## src/rtl/irq_hub_pkg.sv

```systemverilog
package irq_hub_pkg;
   localparam int unsigned ADDR_W = 6;
   localparam int unsigned DW     = 8;
   localparam logic [ADDR_W-1:0] A_MASK = 6'h10;
   localparam logic [ADDR_W-1:0] A_VEC  = 6'h20;
   localparam logic [ADDR_W-1:0] A_CTL  = 6'h22;

   typedef enum logic [2:0] {
      SEL_NONE,
      SEL_STAT,
      SEL_MASK,
      SEL_VEC,
      SEL_CTL
   } sel_e;
endpackage

```

## src/rtl/irq_tick_div.sv

```systemverilog
module irq_tick_div #(
   parameter int unsigned CLK_HZ = 100_000_000
) (
   input  logic clk,
   input  logic rst_n,
   output logic tick
);
   localparam int unsigned CW = (CLK_HZ > 2) ? $clog2(CLK_HZ) : 1;
   localparam logic [CW-1:0] LAST = CW'(CLK_HZ - 1);

   logic [CW-1:0] cnt_q;

   generate
      if (CLK_HZ < 2) begin : g_bad_hz
         $error("irq_tick_div: CLK_HZ must be at least 2");
      end
   endgenerate

   always_ff @(posedge clk or negedge rst_n) begin
      if (!rst_n) begin
         cnt_q <= '0;
      end else if (cnt_q == LAST) begin
         cnt_q <= '0;
      end else begin
         cnt_q <= cnt_q + 1'b1;
      end
   end

   assign tick = (cnt_q == LAST);
endmodule

```

## src/rtl/irq_stat_bank.sv

```systemverilog
module irq_stat_bank #(
   parameter int unsigned NREG    = 16,
   parameter int unsigned DW      = 8,
   parameter int unsigned TMR_REG = NREG - 1
) (
   input  logic                     clk,
   input  logic                     rst_n,
   input  logic [NREG*DW-1:0]       evt,
   input  logic                     tick,
   input  logic [NREG-1:0]          clr,
   input  logic [NREG-1:0]          mask_we,
   input  logic [DW-1:0]            wdata,
   output logic [NREG-1:0][DW-1:0]  stat,
   output logic [NREG-1:0][DW-1:0]  mask,
   output logic [NREG-1:0]          vec
);
   generate
      if (TMR_REG >= NREG) begin : g_bad_tmr
         $error("irq_stat_bank: TMR_REG out of range");
      end

      for (genvar r = 0; r < NREG; r++) begin : g_reg
         logic [DW-1:0] set_bits;

         if (r == TMR_REG) begin : g_tmr
            assign set_bits = evt[r*DW +: DW] | DW'(tick);
         end else begin : g_plain
            assign set_bits = evt[r*DW +: DW];
         end

         always_ff @(posedge clk or negedge rst_n) begin
            if (!rst_n) begin
               stat[r] <= '0;
            end else begin
               stat[r] <= (clr[r] ? '0 : stat[r]) | set_bits;
            end
         end

         always_ff @(posedge clk or negedge rst_n) begin
            if (!rst_n) begin
               mask[r] <= '0;
            end else if (mask_we[r]) begin
               mask[r] <= wdata;
            end
         end

         assign vec[r] = |(stat[r] & ~mask[r]);
      end
   endgenerate
endmodule

```

## src/rtl/irq_bus_regs.sv

```systemverilog
module irq_bus_regs
   import irq_hub_pkg::*;
#(
   parameter int unsigned NREG = 16
) (
   input  logic                     clk,
   input  logic                     rst_n,
   input  logic                     bus_wr,
   input  logic                     bus_rd,
   input  logic [ADDR_W-1:0]        bus_addr,
   input  logic [DW-1:0]            bus_wdata,
   input  logic [NREG-1:0][DW-1:0]  stat,
   input  logic [NREG-1:0][DW-1:0]  mask,
   input  logic [NREG-1:0]          vec,
   output logic [NREG-1:0]          clr,
   output logic [NREG-1:0]          mask_we,
   output logic                     susp,
   output logic [DW-1:0]            bus_rdata
);
   localparam int unsigned VBYTES = (NREG + DW - 1) / DW;

   generate
      if (NREG < 1 || NREG > 16) begin : g_bad_nreg
         $error("irq_bus_regs: NREG must be 1..16");
      end
   endgenerate

   sel_e          sel;
   logic [3:0]    idx;
   logic          idx_ok;
   logic [2*DW-1:0] vpad;
   logic [DW-1:0] rd_mux;

   assign idx    = bus_addr[3:0];
   assign idx_ok = (32'(idx) < NREG);
   assign vpad   = (2*DW)'(vec);

   always_comb begin
      sel = SEL_NONE;
      if (bus_addr[ADDR_W-1:4] == 2'b00 && idx_ok) begin
         sel = SEL_STAT;
      end else if (bus_addr[ADDR_W-1:4] == A_MASK[ADDR_W-1:4] && idx_ok) begin
         sel = SEL_MASK;
      end else if (bus_addr == A_VEC || (bus_addr == A_VEC + 6'd1 && VBYTES > 1)) begin
         sel = SEL_VEC;
      end else if (bus_addr == A_CTL) begin
         sel = SEL_CTL;
      end
   end

   generate
      for (genvar r = 0; r < NREG; r++) begin : g_dec
         assign clr[r]     = bus_rd && sel == SEL_STAT && idx == 4'(r);
         assign mask_we[r] = bus_wr && sel == SEL_MASK && idx == 4'(r);
      end
   endgenerate

   always_comb begin
      unique case (sel)
         SEL_STAT: rd_mux = stat[idx];
         SEL_MASK: rd_mux = mask[idx];
         SEL_VEC:  rd_mux = bus_addr[0] ? vpad[2*DW-1:DW] : vpad[DW-1:0];
         SEL_CTL:  rd_mux = {{(DW-1){1'b0}}, susp};
         default:  rd_mux = '0;
      endcase
   end

   always_ff @(posedge clk or negedge rst_n) begin
      if (!rst_n) begin
         susp      <= 1'b0;
         bus_rdata <= '0;
      end else begin
         if (bus_wr && sel == SEL_CTL) begin
            susp <= bus_wdata[0];
         end
         if (bus_rd) begin
            bus_rdata <= rd_mux;
         end
      end
   end
endmodule

```

## src/rtl/irq_hub.sv

```systemverilog
module irq_hub
   import irq_hub_pkg::*;
#(
   parameter int unsigned NREG   = 16,
   parameter int unsigned CLK_HZ = 100_000_000
) (
   input  logic               clk,
   input  logic               rst_n,
   input  logic [NREG*8-1:0]  evt_i,
   input  logic               bus_wr,
   input  logic               bus_rd,
   input  logic [5:0]         bus_addr,
   input  logic [7:0]         bus_wdata,
   output logic [7:0]         bus_rdata,
   output logic               irq_n
);
   localparam int unsigned TMR_REG = NREG - 1;

   logic                    tick;
   logic [NREG-1:0]         clr;
   logic [NREG-1:0]         mask_we;
   logic [NREG-1:0][DW-1:0] stat;
   logic [NREG-1:0][DW-1:0] mask;
   logic [NREG-1:0]         vec;
   logic                    susp;

   irq_tick_div #(.CLK_HZ(CLK_HZ)) u_div (
      .clk  (clk),
      .rst_n(rst_n),
      .tick (tick)
   );

   irq_stat_bank #(.NREG(NREG), .DW(DW), .TMR_REG(TMR_REG)) u_bank (
      .clk    (clk),
      .rst_n  (rst_n),
      .evt    (evt_i),
      .tick   (tick),
      .clr    (clr),
      .mask_we(mask_we),
      .wdata  (bus_wdata),
      .stat   (stat),
      .mask   (mask),
      .vec    (vec)
   );

   irq_bus_regs #(.NREG(NREG)) u_regs (
      .clk      (clk),
      .rst_n    (rst_n),
      .bus_wr   (bus_wr),
      .bus_rd   (bus_rd),
      .bus_addr (bus_addr),
      .bus_wdata(bus_wdata),
      .stat     (stat),
      .mask     (mask),
      .vec      (vec),
      .clr      (clr),
      .mask_we  (mask_we),
      .susp     (susp),
      .bus_rdata(bus_rdata)
   );

   assign irq_n = susp | ~(|vec);
endmodule

```

## config.mk

```make
export PLATFORM = sky130hd
export DESIGN_NAME = irq_hub
export DESIGN_NICKNAME = d
export VERILOG_FILES = /design/src/rtl/irq_hub_pkg.sv /design/src/rtl/irq_tick_div.sv /design/src/rtl/irq_stat_bank.sv /design/src/rtl/irq_bus_regs.sv /design/src/rtl/irq_hub.sv
export SDC_FILE = /design/constraint.sdc
export NUM_CORES = 1
export LEC_CHECK = 0
export BUFFER_PORTS_ARGS = -buffer_cell sky130_fd_sc_hd__buf_2
export CAP_MARGIN = 0
export CORE_MARGIN = 2
export CORE_UTILIZATION = 45
export CTS_CLUSTER_DIAMETER = 30
export CTS_CLUSTER_SIZE = 12
export DETAILED_ROUTE_END_ITERATION = 10
export HOLD_SLACK_MARGIN = 0.15
export SLEW_MARGIN = 20
export SYNTH_ARGS = -nofsm -noshare
export SYNTH_HDL_FRONTEND = slang
export SYNTH_SLANG_ARGS = --single-unit
```

## constraint.sdc

```tcl
create_clock -name clk -period 4 [get_ports clk]
set_input_delay 0 -clock clk [delete_from_list [all_inputs] [get_ports clk]]
set_output_delay 0 -clock clk [all_outputs]
set_load 0.02 [all_outputs]
```

== After elaboration in Yosys (flattened, before gate mapping) ==
Cells that the tools add are included.
Word-level totals
  register bits: 292
  output and inout bits: 9
  word-level logic and storage cells: 194
Operators by class
  add/subtract/negate cells: 1
  magnitude comparators: 1
  equality and inequality tests: 24
  muxes and demuxes: 27
  bitwise logic cells: 51
  reduce and logical (&&, ||, !) cells: 55
Operators by type and width (count)
  8-bit 2-to-1 mux: 19
  8-bit bitwise AND: 16
  8-bit inverter: 16
  8-bit bitwise OR: 16
  128-bit OR reduction: 1
  8-bit OR reduction: 16
  8-bit binary-select mux with 4-bit select: 2
  1-bit logical AND: 35
  4-bit == test (second input constant): 8
  8-bit case mux with 4 select lines: 1
  27-bit by 1-bit adder with 27-bit output (second input constant): 1
  27-bit == test (second input constant): 1
  27-bit 2-to-1 mux: 1
  6-bit == test (second input constant): 3
  4-bit by 3-bit == test with 1-bit output (second input constant): 4
  3-bit 2-to-1 mux: 4
  4-bit by 2-bit == test with 1-bit output (second input constant): 2
  8-bit by 1-bit bitwise OR with 8-bit output: 1
  3-bit by 2-bit == test with 1-bit output (second input constant): 2
  4-bit by 5-bit < comparator with 1-bit output (second input constant): 1
  4-bit by 1-bit == test with 1-bit output (second input constant): 1
  4-bit zero test: 1
  3-bit by 1-bit == test with 1-bit output (second input constant): 1
  3-bit == test (second input constant): 1
  5 further kinds: 5

== Logic depth before layout (Yosys ltp) ==
Gate-level depths: netlist (run 1).
  word-level depth: 10
  gate-level depth with buffers: 10
  gate-level depth less buffers: 7

== By module ==
A second synthesis (run 1) with hierarchy kept.
Second synthesis, totals
  cells, all modules: 1153
  area total of the unflattened synthesis: 14233.7 um2
By module, submodules not included
  irq_stat_bank: times used 1, cells an instance 761, area each 9998.3 um2
  irq_bus_regs: times used 1, cells an instance 253, area each 2867.8 um2
  irq_tick_div: times used 1, cells an instance 134, area each 1332.5 um2
  irq_hub: times used 1, cells an instance 5, area each 35.0 um2

== Worst setup path before layout (run 1) ==
OpenSTA, ideal clock, no wires.
  path kind: reg-to-reg
  start: register u_div.cnt_q[9]
  end: register u_div.cnt_q[24]
  setup time: 120 ps
  arrival time: 1708 ps
  required time: 3880 ps
  setup slack: 2172 ps
  cell stages (with the launch flop): 7
  path buffers: 0
  cells stage by stage: dfrtp_1 > or4b_1 > nor3_1 > nand4_1 > nor3_4 > a311oi_1 > a41o_1
Between the ends
  longest elaborated chain between the ends: 2
RTL lines
  start, declared: line irq_tick_div.sv:11  | logic [CW-1:0] cnt_q;
  start signal, assigned: line irq_tick_div.sv:25  | cnt_q <= cnt_q + 1'b1;
  27-bit by 1-bit adder with 27-bit output or 27-bit == test (tied branches): line irq_tick_div.sv:25, irq_tick_div.sv:22
  27-bit 2-to-1 mux *: line irq_tick_div.sv:22  | end else if (cnt_q == LAST) begin
Every way passes the cells marked *; elsewhere a longest branch is shown, timed or not.
A chain may end at the register's enable or synchronous reset.

== Worst setup path after layout (run 1) ==
  start: input bus_addr[0]
  end: register u_regs.bus_rdata[1]
Between the ends
  longest elaborated chain between the ends: 7
RTL lines
  start, declared: line irq_hub.sv:12  | input logic [5:0] bus_addr,
  6-bit == test, on equally long branches: line irq_bus_regs.sv:46, irq_bus_regs.sv:44
  3-bit 2-to-1 mux or 1-bit logical OR (tied branches): line irq_bus_regs.sv:46, irq_bus_regs.sv:44
  3-bit 2-to-1 mux: line irq_bus_regs.sv:44  | end else if (bus_addr == A_VEC || (bus_addr == A_VEC + 6'd1 && VBYTES > 1)) begin
  3-bit 2-to-1 mux: line irq_bus_regs.sv:42  | end else if (bus_addr[ADDR_W-1:4] == A_MASK[ADDR_W-1:4] && idx_ok) begin
  3-bit 2-to-1 mux: line irq_bus_regs.sv:40  | if (bus_addr[ADDR_W-1:4] == 2'b00 && idx_ok) begin
  3-bit == test (tied with other cells): line irq_bus_regs.sv:59  | unique case (sel)
  8-bit case mux with 4 select lines *: line irq_bus_regs.sv:59
  end signal, assigned: line irq_bus_regs.sv:77  | bus_rdata <= rd_mux;
  end, declared: line irq_bus_regs.sv:18  | output logic [DW-1:0] bus_rdata
Every way passes the cells marked *; elsewhere a longest branch is shown, timed or not. The select of a mux whose other input is x is not followed.

==> out/results.ini, run 1 <==
[drt]
drc = 0
vias_per_cell = 5.68
ant_nets = 0
num_vias = 11500
first_pass_iters = 6
wl_per_cell_um = 23.9
wirelength_um = 48300
drt_iter0_drc = 904

[placed_design]
hpwl_um = 32300
place_ws_ns = 1.18
io_buffers = 154
place_congestion = 0.976

[sta]
rsz0062_at_grt = false
setup_viol = 0
max_slew_margin = 0.259
tns_ns = 0
worst_pin_slew_ns = 1.11
finClkSkew_ns = 0.0215
period_minus_slack_ns = 3.10
timing.hold.ws_ns = 0.158
finalCritPeriodShare = 0.775
fmax_mhz = 323
slew_viol_final = 0
finalHoldViolations = 0
setup_ws_ns = 0.902

[global_route]
grt_max_degree = 105
grt_pass1_vias = 12200
overflow = 0
antenna_found_initial = 0
grtUsageTotal = 0.300
grt_pass1_wl_um = 74000

[synth]
syn_nets = 1309
synth-edff-count = 0
syn_avg_cell_area_um2 = 12.1
synthDistinctLibCells = 63
synthCells = 1162
yosys_register_bits = 292
ys_warn_count = 0
synth_top_flop_cell = dfrtp_1
syn-cell-area_um2 = 14100
async_reset_ff_frac = 1.00
synth_seq_area_share = 0.518

[critical_path]
startpoint_type = input port
reg2reg_to = u_regs.bus_rdata[1]$_DFFE_PN0P_
worst-r2r-cell-count = 6
cp.arrival_ns = 3.54
rr_startpoint = u_bank.stat[9]$_DFF_PN0_
slowest_stage = dlygate4sd3_1
worstSetupPathType = input port to register
cp.required_ns = 4.44
cpPeakStageDelay_ns = 0.56
cp.buffers_inverters = 5
worstPathMaxFanout = 25
rrSetupSlack_ns = 1.11
cp-end-kind = register
cp_top_family = buffers and inverters
crit_path_cell_trace = buf_2 > buf_4 > buf_4 > mux4_1 > mux4_2 > nand3_1 > dlygate4sd3_1 > nand3_1 > dlygate4sd3_1

[min_path]
hold_path_class = input port to register
min_to = u_bank.stat[50]$_DFF_PN0_
worst_hold_path.num_cells = 3
min-delay-start = evt_i[50]

[layout]
area_growth_pct = 40.5
final_nets = 1719
antennaDiodeCount = 0
regArea_um2 = 7310
drive_gt1_frac = 0.292
fillers = 2383
multi_input_area_um2 = 6040
utilization = 0.645

[pwr]
power.leakage_nw = 9.44
switching_share = 0.232
p_seq_frac = 0.333
combPwrFrac = 0.088
power.internal_mw = 7.72
power_mw = 10.1
p_switching_mw = 2.34
power_density_nw_per_um2 = 507
vdd_drop_max_mv = 0.374
pwr-share-clk = 0.579

[floorplan]
initial_core_util = 0.459
core-area_um2 = 30700
io_pins = 155
die_h_um = 181
fp.dieW_um = 181
die-area_um2 = 32800
rows = 64

[clocking]
cts_num_sinks = 292
path_clk_slew_ns = 0.04
clockBufferDepth = 3
cts_resized = 0
htreeDepth = 3
cts_setup_buffers = 0
cts_root_buf = clkbuf_16
cts_tree = built
cts_buffers = 69
insertion_delay_ns = 0.56

[outcome]
status = completed

[flow_run]
drv_cap = 0

## cell usage after synthesis (all sizes together), types with 2 or more instances
cell	n	area, um2
a2111oi	2	17.5
a211oi	3	22.5
a21boi	3	22.5
a21o	127	953
a21oi	7	35.0
a221o	4	40.0
a22o	9	78.8
a22oi	23	173
a31oi	2	12.5
and2	4	25.0
and3	6	37.5
buf	30	231
clkbuf	14	52.6
dfrtp	292	7310
inv	130	488
mux2	135	1520
mux2i	47	470
mux4	39	890
nand2	39	149
nand2b	4	25.0
nand3	25	125
nand4	11	87.6
nor2	43	191
nor2b	7	43.8
nor3	11	71.3
nor4	11	68.8
o2111ai	3	26.3
o211a	2	20.0
o211ai	4	30.0
o21ai	8	40.0
o22ai	63	394
o41ai	3	26.3
or4	10	75.1
or4b	2	20.0
xnor2	13	114
xor2	11	96.3
## sequential cells by signal, summed over array words and instances, names as in the netlist
signal            flops
u_div.cnt_q          27
u_bank.mask         128
u_regs.susp           1
u_regs.bus_rdata      8
u_bank.stat         128
## layout make-up
| class | instances | share of cell area |
|---|---|---|
| flip-flops and latches | 292 | 0.368 |
| multi-input cells | 696 | 0.304 |
| repair buffers | 383 | 0.155 |
| clock buffers | 86 | 0.0964 |
| clock inverters | 37 | 0.0261 |
| well taps | 396 | 0.0250 |
| inverters | 130 | 0.0246 |
## per-stage QoR
| stage | std cells | cell area (um2) |
|---|---|---|
| CTS | 2020 | 19800 |
| global route | 2020 | 19800 |
| finish | 2020 | 19800 |
| detailed placement | 1681 | 15200 |
| global placement | 1681 | 15200 |
| floorplan | 1162 | 14100 |
## worst min-delay path, stage by stage
cell           delay (ns)
dlygate4sd3_1        0.52
buf_2                0.09
a21o_1               0.07
## worst max-delay path by stage
stage,startpoint,end,slack (ns),cells after the start
floorplan,u_div.cnt_q[9]$_DFF_PN0_,u_div.cnt_q[24]$_DFF_PN0_,2.17,6
global placement,bus_addr[0],u_regs.bus_rdata[7]$_DFFE_PN0P_,1.21,6
detailed placement,bus_addr[0],u_regs.bus_rdata[7]$_DFFE_PN0P_,1.18,6
CTS,bus_addr[0],u_regs.bus_rdata[1]$_DFFE_PN0P_,0.92,9
global route,bus_addr[0],u_regs.bus_rdata[1]$_DFFE_PN0P_,0.79,9
finish,bus_addr[0],u_regs.bus_rdata[1]$_DFFE_PN0P_,0.90,9
## power by group through the flow
stage,Sequential [mW],Clock (mW),Combinational [mW]
after detailed placement,3.39,0,0.698
after global placement,3.39,0,0.689
final,3.35,5.83,0.880
after floorplan,3.30,0,0.424
after CTS,3.35,5.89,0.866
after global routing,3.37,6.06,0.941
## cells by family after synthesis
group	share of synthesized area
flops	0.518
buf+inv	0.0547
simple gates	0.0691
compound gates	0.138
xor+xnor	0.0149
mux	0.204
fa+ha+maj	0.000886
## per-layer routing
metal	wire [um]	part of all wire	GRT usage	up-vias
met3	3510	0.073	0.0603	86
met5	0	0	0	-
met2	22500	0.47	0.471	472
li1	-	-	-	5088
met4	1290	0.027	0.101	0
met1	21000	0.43	0.418	5824
## repair_timing
item,4_1_cts,5_1_grt
endpoints found under the setup margin,0,0
hold endpoints to repair,391,0
hold buffers,216,0
## cell usage in the layout (no fill, tap or decap), types with 7 or more instances in the layout
master,n
a21o_1,127
a21oi_1,7
a22o_1,9
a22oi_1,23
buf_2,152
buf_4,12
bufinv_16,11
clkbuf_1,7
clkbuf_16,71
clkbuf_8,8
clkinv_2,12
clkinvlp_4,8
dfrtp_1,292
dlygate4sd3_1,215
inv_1,130
mux2_2,134
mux2i_1,47
mux4_2,36
nand2_1,38
nand3_1,25
nand4_1,8
nor2_1,31
nor2_2,12
nor2b_1,7
nor3_1,9
nor4_1,11
o22ai_1,63
or4_1,10
xnor2_1,13
xor2_1,11
Note: power is estimated with default switching activity, not from simulation.
==> run 2: changes to the inputs <==
--- a/config.mk
+++ b/config.mk
@@ -5,6 +5,7 @@
 export SDC_FILE = /design/constraint.sdc
 export NUM_CORES = 1
 export LEC_CHECK = 0
+export ABC_AREA = 1
 export BUFFER_PORTS_ARGS = -buffer_cell sky130_fd_sc_hd__buf_2
 export CAP_MARGIN = 0
 export CORE_MARGIN = 2
==> constraint.sdc (replaced) <==
create_clock -name clk -period 2.9 [get_ports clk]
set_input_delay 0 -clock clk [delete_from_list [all_inputs] [get_ports clk]]
set_output_delay 0 -clock clk [all_outputs]
set_load 0.02 [all_outputs]
==> run 2 against run 1 <==
  * Utilization grew 1.9 points
  * Final cell count increased by 46%
  * Largest power group unchanged
  * Critical path depth rose by 1
  * Sequential cell count unchanged
  * Total power grew 48%
==> out/results.ini, run 2 <==
[synth]
synthDistinctLibCells = 32  ; -49%
synth_top_area_cell = dfrtp_1
synth_adder_area_share = 0.000832  ; -0.0000544
ys_warn_count = 0  ; unchanged
synthMuxAreaShare = 0  ; -0.204
synth.most_common_cell = nand2_1
async_reset_ff_frac = 1.00  ; unchanged
synth_top_flop_cell = dfrtp_1
syn-cell-area_um2 = 15000  ; +6.5%
yosys.area_share.simple = 0.276  ; +0.207
yosys_register_bits = 292  ; unchanged
synth-xor-area-share = 0.00815  ; -0.00674
synthCells = 1983  ; +71%
synth_commonest_cells = nand2_1, dfrtp_1, inv_1, o21ai_1, o21bai_1
synth_compound_area_frac = 0.156  ; +0.0171
synth-edff-count = 0  ; unchanged
synth_top_family_by_area = simple AND/OR/NAND/NOR gates
syn_avg_cell_area_um2 = 7.58  ; -38%
synth_seq_area_share = 0.486  ; -0.0317
synthTopCellsByArea = dfrtp_1, nand2_1, o21bai_1
syn_nets = 2130  ; +63%
synth_top_area_share = 0.486  ; -0.0317

[floorplan]
rows = 66  ; +3.1%
fp.dieW_um = 187  ; +3.1%
core-area_um2 = 32700  ; +6.3%
die_h_um = 187  ; +3.1%
die-area_um2 = 34900  ; +6.4%
initial_core_util = 0.460  ; +0.000800
io_pins = 155  ; unchanged

[pwr]
pwr-share-clk = 0.588  ; +0.009
vdd_drop_max_mv = 0.594  ; +59%
p_switching_mw = 3.78  ; +62%
power.leakage_nw = 11.4  ; +21%
power_mw = 14.8  ; +48%
p_seq_frac = 0.309  ; -0.024
power.internal_mw = 11.1  ; +43%
combPwrFrac = 0.103  ; +0.015
power_density_nw_per_um2 = 684  ; +35%
switching_share = 0.255  ; +0.0225

[clocking]
cts_tree = built
clockBufferDepth = 3  ; unchanged
cts_buffers = 74  ; +7.2%
htreeDepth = 3  ; unchanged
cts_num_sinks = 292  ; unchanged
insertion_delay_ns = 0.59  ; +0.03 ns
cts_root_buf = clkbuf_16
holdBufCountCts = 284  ; +31%
path_clk_slew_ns = 0.05  ; about the same
cts_resized = 0  ; unchanged
cts_setup_buffers = 0  ; unchanged

[global_route]
overflow = 0  ; unchanged
grtUsageTotal = 0.323  ; +0.0234
grt_pass1_vias = 15600  ; +28%
antenna_found_initial = 1  ; +1
grt_max_degree = 78  ; -26%
grt_pass1_wl_um = 86900  ; +17%

[sta]
finalCritPeriodShare = 0.865
finClkSkew_ns = 0.0144  ; -0.00714 ns
max_slew_margin = 0.312  ; +0.0526
finalHoldViolations = 0  ; unchanged
setup_viol = 0  ; unchanged
rsz0062_at_grt = false
slew_viol_final = 0  ; unchanged
timing.hold.ws_ns = 0.164  ; +0.00515 ns
period_minus_slack_ns = 2.51
worst_pin_slew_ns = 1.03  ; -0.0777 ns
tns_ns = 0  ; unchanged
fmax_mhz = 399
setup_ws_ns = 0.392  ; -0.509 ns

[outcome]
status = completed

[layout]
fin_cells = 2940  ; +46%
utilization = 0.664  ; +0.0188
final_cell_mix = nand2_1, dfrtp_1, dlygate4sd3_1
layout_commonest_cell = nand2_1
final_area_um2 = 21700  ; +9.4%
area_growth_pct = 44.4
fillers = 2761  ; +16%
drive_gt1_frac = 0.145  ; -0.147
final_nets = 2584  ; +50%
antennaDiodeCount = 0  ; unchanged
largestRegisters = u_bank.mask (128), u_bank.stat (128), u_div.cnt_q (27)

[placed_design]
place_ws_ns = 0.727  ; -0.450 ns
place_congestion = 0.931  ; -4.6%
hpwl_um = 35900  ; +11%
place_area_um2 = 16200  ; +6.4%
io_buffers = 154  ; unchanged
dp_cells = 2519  ; +50%

[critical_path]
startpoint_type = input port
cp.arrival_ns = 3.02  ; -0.52 ns
worstPathMaxFanout = 16  ; -36%
cp.required_ns = 3.42  ; -1.02 ns
worstSetupPathType = input port to register
worst-r2r-cell-count = 11  ; +5
cp-end-kind = register

[flow_run]
drv_cap = 0  ; unchanged

[drt]
first_pass_iters = 5  ; -1
drc = 0  ; unchanged
wl_per_cell_um = 19.0  ; -20%
drt_iter0_drc = 1296  ; +43%
ant_nets = 0  ; unchanged
vias_per_cell = 5.22  ; -8.1%
wirelength_um = 56000  ; +16%
num_vias = 15300  ; +34%

[min_path]
worst_hold_path.num_cells = 3  ; unchanged
hold_path_class = input port to register

==> run 2: cell types whose count changed after synthesis, moves of 22 or more <==
cell      delta
a21o_1     -127
a22oi_1     -23
clkbuf_1    +22
inv_1       +60
mux2_2     -134
mux2i_1     -47
mux4_2      -36
nand2_1    +759
nor2_1      +53
o21ai_0     +32
o21ai_1    +163
o21bai_1   +127
==> run 2: worst max-delay path, cell delays in order <==
cell and delay, ns:
dlygate4sd3_1 0.52, buf_2 0.15, inv_1 0.09, nor2_4 0.22
nand2_1 0.14, nor2_2 0.51, nand2_1 0.12, dlygate4sd3_1 0.59
o21ai_0 0.09, dlygate4sd3_1 0.59
==> run 2: cell type report <==
type | count | area, um2 | share of cell area
Sequential cell | 292 | 7310 | 0.337
Timing Repair Buffer | 457 | 3830 | 0.176
Inverter | 201 | 754 | 0.0348
Clock inverter | 51 | 677 | 0.0312
Clock buffer | 86 | 1970 | 0.0907
Tap cell | 442 | 553 | 0.0255
Multi-Input combinational cell | 1411 | 6620 | 0.305
==> run 2: worst paths after layout <==
path	end	from	slack, ns
min in group asynchronous	u_bank.stat[64]$_DFF_PN0_	rst_n	0.64
hold / removal	u_bank.stat[100]$_DFF_PN0_	evt_i[100]	0.16
hold reg to reg	u_div.cnt_q[0]$_DFF_PN0_	u_div.cnt_q[0]$_DFF_PN0_	0.46
max in group asynchronous	u_regs.bus_rdata[6]$_DFFE_PN0P_	rst_n	1.87
setup reg to reg	u_regs.bus_rdata[7]$_DFFE_PN0P_	u_bank.stat[7]$_DFF_PN0_	0.88
setup / recovery	u_bank.mask[1]$_DFFE_PN0P_	bus_addr[4]	0.39
==> run 2: routing by layer <==
metal / routed length, um / up-vias / global-route usage
li1: - / 7268 / -
met1: 23700 / 7274 / 0.428
met2: 25600 / 654 / 0.515
met3: 4180 / 141 / 0.0602
met4: 2460 / 2 / 0.154
met5: 11 / - / 0
==> run 2: kinds of logic after synthesis <==
family          Yosys count
fa+ha+maj                 1
compound gates          390
xor+xnor                 14
buf+inv                 280
simple gates           1006
flops                   292
==> run 2: power groups by stage <==
| stage | combinational, mW | clock [mW] | sequential, mW |
|---|---|---|---|
| 2_1_floorplan | 0.738 | 0 | 4.57 |
| 3_3_place_gp | 1.21 | 0 | 4.63 |
| 3_5_place_dp | 1.22 | 0 | 4.63 |
| 4_1_cts | 1.50 | 8.76 | 4.58 |
| 5_1_grt | 1.70 | 9.00 | 4.61 |
| 6_report | 1.54 | 8.72 | 4.59 |
